### src/rtl/pre_div_path_pkg.sv
`timescale 1ns/1ps
package pre_div_path_pkg;

    typedef enum logic [1:0] {
        ST_HOLD = 2'd0,
        ST_HIGH = 2'd1,
        ST_LOW  = 2'd2
    } div_state_t;

endpackage

### src/rtl/pre_div_cfg.sv
`timescale 1ns/1ps
module pre_div_cfg #(
    parameter int PRE_W   = 3,
    parameter int PRE_MAX = 6,
    parameter int CH_W    = 6,
    parameter int CH_MIN  = 2,
    parameter int CH_MAX  = 32,
    parameter int TOT_W   = 8
) (
    input  logic [PRE_W-1:0] pre_ratio,
    input  logic             src_bypass,
    input  logic             ch_bypass,
    input  logic [CH_W-1:0]  ch_ratio,
    output logic [TOT_W-1:0] total_ratio,
    output logic             cfg_illegal
);

    logic pre_ok;
    logic ch_ok;

    always_comb begin
        pre_ok = (pre_ratio >= PRE_W'(1)) && (pre_ratio <= PRE_W'(PRE_MAX));
        ch_ok  = (ch_ratio >= CH_W'(CH_MIN)) && (ch_ratio <= CH_W'(CH_MAX));
    end

    always_comb begin
        total_ratio = '0;
        cfg_illegal = 1'b0;
        if (src_bypass) begin
            if (ch_bypass) begin
                total_ratio = TOT_W'(1);
            end else if (ch_ok) begin
                total_ratio = TOT_W'(ch_ratio);
            end else begin
                cfg_illegal = 1'b1;
            end
        end else if (!pre_ok) begin
            cfg_illegal = 1'b1;
        end else if (ch_bypass) begin
            if (pre_ratio == PRE_W'(1)) begin
                cfg_illegal = 1'b1;
            end else begin
                total_ratio = TOT_W'(pre_ratio);
            end
        end else if (ch_ok) begin
            total_ratio = TOT_W'(pre_ratio) * TOT_W'(ch_ratio);
        end else begin
            cfg_illegal = 1'b1;
        end
    end

endmodule

### src/rtl/pre_div_fsm.sv
`timescale 1ns/1ps
module pre_div_fsm
    import pre_div_path_pkg::*;
#(
    parameter int PRE_W = 3
) (
    input  logic             clk,
    input  logic             rst_n,
    input  logic             run,
    input  logic [PRE_W-1:0] ratio,
    output logic             pos_q,
    output logic             div_clk
);

    localparam int CNT_W = PRE_W + 1;

    div_state_t       state_q;
    div_state_t       state_n;
    logic [CNT_W-1:0] cnt_q;
    logic [CNT_W-1:0] hi_last;
    logic [CNT_W-1:0] lo_last;
    logic             neg_q;

    always_comb begin
        hi_last = ((CNT_W'(ratio) + CNT_W'(1)) >> 1) - CNT_W'(1);
        lo_last = (CNT_W'(ratio) >> 1) - CNT_W'(1);
    end

    // next-state logic: T_START, T_FALL, T_RISE, T_STOP
    always_comb begin
        state_n = state_q;
        unique case (state_q)
            ST_HOLD: if (run) state_n = ST_HIGH;
            ST_HIGH: begin
                if (!run)                  state_n = ST_HOLD;
                else if (cnt_q >= hi_last) state_n = ST_LOW;
            end
            ST_LOW: begin
                if (!run)                  state_n = ST_HOLD;
                else if (cnt_q >= lo_last) state_n = ST_HIGH;
            end
            default: state_n = ST_HOLD;
        endcase
    end

    // state register and phase counter
    always_ff @(posedge clk or negedge rst_n) begin
        if (!rst_n) begin
            state_q <= ST_HOLD;
            cnt_q   <= '0;
        end else begin
            state_q <= state_n;
            if (state_n != state_q) cnt_q <= '0;
            else                    cnt_q <= cnt_q + CNT_W'(1);
        end
    end

    // half-cycle delayed copy for odd ratios
    always_ff @(negedge clk or negedge rst_n) begin
        if (!rst_n) neg_q <= 1'b0;
        else        neg_q <= pos_q;
    end

    // outputs
    always_comb begin
        pos_q   = (state_q == ST_HIGH);
        div_clk = ratio[0] ? (pos_q & neg_q) : pos_q;
    end

endmodule

### src/rtl/pre_div_path.sv
`timescale 1ns/1ps
module pre_div_path #(
    parameter int PRE_W   = 3,
    parameter int PRE_MAX = 6,
    parameter int CH_W    = 6,
    parameter int CH_MIN  = 2,
    parameter int CH_MAX  = 32,
    parameter int TOT_W   = $clog2(PRE_MAX * CH_MAX + 1)
) (
    input  logic             clk,
    input  logic             rst_n,
    input  logic [PRE_W-1:0] pre_ratio,
    input  logic             src_bypass,
    input  logic             ch_bypass,
    input  logic [CH_W-1:0]  ch_ratio,
    output logic             clk_to_ch,
    output logic [TOT_W-1:0] total_ratio,
    output logic             cfg_illegal
);

    logic div_run;
    logic div_pos;
    logic div_clk;
    logic pre_unity;

    pre_div_cfg #(
        .PRE_W(PRE_W), .PRE_MAX(PRE_MAX), .CH_W(CH_W),
        .CH_MIN(CH_MIN), .CH_MAX(CH_MAX), .TOT_W(TOT_W)
    ) u_cfg (
        .pre_ratio  (pre_ratio),
        .src_bypass (src_bypass),
        .ch_bypass  (ch_bypass),
        .ch_ratio   (ch_ratio),
        .total_ratio(total_ratio),
        .cfg_illegal(cfg_illegal)
    );

    always_comb begin
        pre_unity = (pre_ratio == PRE_W'(1));
        div_run   = !src_bypass && !cfg_illegal && !pre_unity;
    end

    pre_div_fsm #(.PRE_W(PRE_W)) u_fsm (
        .clk    (clk),
        .rst_n  (rst_n),
        .run    (div_run),
        .ratio  (pre_ratio),
        .pos_q  (div_pos),
        .div_clk(div_clk)
    );

    // source select and static hold
    always_comb begin
        if (cfg_illegal)     clk_to_ch = 1'b0;
        else if (src_bypass) clk_to_ch = clk;
        else if (pre_unity)  clk_to_ch = clk;
        else                 clk_to_ch = div_clk;
    end

endmodule

### config.mk
export PLATFORM = sky130hd
export DESIGN_NAME = pre_div_path
export DESIGN_NICKNAME = d
export VERILOG_FILES = /design/src/rtl/pre_div_path_pkg.sv /design/src/rtl/pre_div_cfg.sv /design/src/rtl/pre_div_fsm.sv /design/src/rtl/pre_div_path.sv
export SDC_FILE = /design/constraint.sdc
export NUM_CORES = 1
export LEC_CHECK = 0
export CORE_ASPECT_RATIO = 1.75
export CORE_UTILIZATION = 53
export CTS_BUF_LIST = sky130_fd_sc_hd__clkbuf_8 sky130_fd_sc_hd__clkbuf_16
export DETAILED_ROUTE_END_ITERATION = 10
export PLACE_DENSITY = 0.92
export SYNTH_ARGS = -nofsm -noshare
export SYNTH_HDL_FRONTEND = slang
export SYNTH_SLANG_ARGS = --single-unit
export TNS_END_PERCENT = 50
### constraint.sdc
create_clock -name clk -period 4.2 [get_ports clk]
set_input_delay 0.84 -clock clk [delete_from_list [all_inputs] [get_ports clk]]
set_output_delay 0.84 -clock clk [all_outputs]
set_load 0.01 [all_outputs]
==> flow_summary.json <==
{
  "fin_skew_ns": 0.0349,
  "post_synth.cell_area_avg_um2": 8.05,
  "post-cts-setup-buffers": 0,
  "cp-start-kind": "flip-flop",
  "ant_nets": 0,
  "netlist_instances": 155,
  "grt_pass1_wl_mm": 6.87,
  "syn-cell-area_um2": 1250,
  "yosysSeqAreaShare_pct": 14.0,
  "clkLatencyLatePin_ns": 0.37,
  "crit_path_max_fanout": 1,
  "grt_setup_unrepaired": "yes",
  "start_util_pct": 58.1,
  "gp_congestion": 0.839,
  "irDropWorstVdd_mv": 0.307,
  "final_core_util_pct": 81.9,
  "core_um2": 2150,
  "io_buffers": 22,
  "synth.top_cell.area_share_pct": 21.1,
  "crit_required_ns": 3.36,
  "synth.distinct_cells": 37,
  "track_usage_pct": 38.4,
  "holdPathStages": 1,
  "die_y_um": 66.2,
  "drv_cap": 0,
  "die_x_um": 38.7,
  "vias": 1405,
  "grt_pass1_vias": 1553,
  "overflow": 0,
  "cts_tree": "yes",
  "num_rows": 22,
  "p_per_area_nw_per_um2": 321,
  "grt_max_degree": 9,
  "wl_mm": 3.88,
  "yosys_warnings": 0,
  "io-pin-count": 23,
  "first_pass_iters": 5,
  "routedWlPerCell_um": 17.0,
  "synth_fp_nets": 194,
  "leakagePower_nw": 0.916,
  "async_reset_ff_share_pct": 100,
  "slew_violations": 0,
  "dp_slack_ns": -0.420,
  "synthTopCellsByArea": "ha_1 21%, dfrtp_1 12%, fa_1 8.0%, nand2_1 5.7%, inv_1 4.8%",
  "arrival_ns": 3.29,
  "path_class": "flip-flop to output pin",
  "synth_top_area_cell": "ha_1",
  "clk_pin_slew_worst_paths_ns": 0.04,
  "setup_viol": 0,
  "end_kind": "output pin",
  "dieArea_um2": 2560,
  "nNetsFinal": 244,
  "post-route-drc-count": 0,
  "drt_iter0_drc": 76,
  "worst_slew_pin_slew_ns": 0.390,
  "reg2regPathDepth": 1,
  "hold_violations": 0,
  "r2r_setup_slack_ns": 1.34,
  "syn2layout_area_growth_pct": 40.9,
  "hold_buffers": 0,
  "antenna_found_initial": 0,
  "hpwlAfterDp_mm": 2.83,
  "worstHoldStart": "u_fsm.cnt_q[0]$_DFF_PN0_",
  "fin_ws_ns": 0.0740,
  "r2r_end": "u_fsm.neg_q$_DFF_NN0_",
  "min_path_type": "flip-flop to flip-flop",
  "vias_per_cell": 6.16,
  "status": "completed",
  "layout-drive-gt1-share_pct": 18.6,
  "r2r_start": "u_fsm.state_q[0]$_DFF_PN0_",
  "slew_headroom_pct": 73.2,
  "antenna_cells": 0,
  "synth_edf_count": 0,
  "hold_end": "u_fsm.cnt_q[0]$_DFF_PN0_",
  "synthFlopType": "dfrtp_1",
  "ys_ff_latch": 7,
  "totalPowerFinal_w": 0.000565
}
[layout make-up]
class / instances / area [um^2]
multi-input cells: 129 / 1020
fillers: 115 / 389
repair buffers: 44 / 385
flip-flops and latches: 7 / 175
clock buffers: 7 / 87.6
inverters: 16 / 60.1
well taps: 24 / 30.0
clock inverters: 1 / 3.75
[critical path, stage by stage, from the launching register on]
cell and delay, ns:
dfrtn_1 0.34, o211ai_1 0.24, a21oi_1 0.09, buf_2 0.15
[cells in the final DEF, fill, tap and decap left out, types with 6 or more instances in the layout]
cell             count
a21oi_1              9
buf_4               23
clkbuf_8             6
clkdlybuf4s50_1      9
dfrtp_1              6
dlygate4sd2_1        7
ha_1                20
inv_1               17
nand2_1             18
nor2_1              12
[metrics by stage]
stage          TNS (ns)  instance area, um^2  instances  hold WS (ns)
2_1_floorplan         0                 1250        155         0.461
3_3_place_gp     -0.964                 1660        221         0.498
3_5_place_dp      -1.38                 1660        221         0.509
4_1_cts         -0.0902                 1740        228         0.526
5_1_grt         -0.0102                 1760        228         0.551
6_report              0                 1760        228         0.538
[timing repair]
| action | in CTS | in global routing |
|---|---|---|
| gates resized for setup | 16 | 8 |
| pin swaps | 1 | 1 |
| setup endpoints to repair | 6 | 6 |
[power by group]
part	leakage [nW]	switching (W)	internal, W
Sequential	0.0922	0.0000249	0.0000861
Combinational	0.768	0.000137	0.000134
Clock	0.0560	0.0000544	0.000129
[per-layer routing]
layer,GRT usage (%),vias up,wire length [um]
met5,0,-,0
met4,33.6,0,279
met3,20.2,28,165
met2,61.0,70,2160
met1,32.1,664,1270
li1,-,643,-
[flip-flops by register name, indices dropped and copies added, names as in the netlist]
| name | cells |
|---|---|
| u_fsm.neg_q | 1 |
| u_fsm.cnt_q | 4 |
| u_fsm.state_q | 2 |
[cells in the mapped netlist (2+ instances only)]
master / n
a21oi_1: 11
nand2_1: 19
dfrtp_1: 6
nand3_1: 4
a21o_1: 2
a2111o_1: 2
clkbuf_1: 2
nor4_1: 3
xnor2_1: 5
a32o_1: 2
nor2_1: 12
nor3_1: 2
o21bai_1: 2
o21ai_0: 5
nor2b_1: 2
a21boi_1: 2
o211ai_1: 2
xor2_1: 4
ha_1: 21
and2_1: 5
inv_1: 16
fa_1: 5
o22ai_1: 2
nand2b_1: 5
a22o_1: 2
[cells by family after synthesis]
kind of cell	Yosys count	synth area share [%]
AOI/OAI and AO/OA	38	22.3
buffers and inverters	19	5.72
and+or+nand+nor	54	20.6
adders and majority gates	26	29.1
muxes	2	2.01
DFF	7	14.0
xor gates and xnor gates	9	6.32
[worst max path at each step]
stage                     slack [ns]  depth (start not counted)                   from        endpoint
after global placement         -0.33                         11           pre_ratio[2]  total_ratio[7]
after global routing           -0.01                          3  u_fsm.neg_q$_DFF_NN0_       clk_to_ch
after floorplan                 0.32                         10           pre_ratio[2]  total_ratio[7]
after CTS                      -0.09                         12            ch_ratio[0]  total_ratio[6]
after detailed placement       -0.42                         12           pre_ratio[2]  total_ratio[6]
final                           0.07                          3  u_fsm.neg_q$_DFF_NN0_       clk_to_ch
No activity file was read; power rests on OpenSTA's default activity.
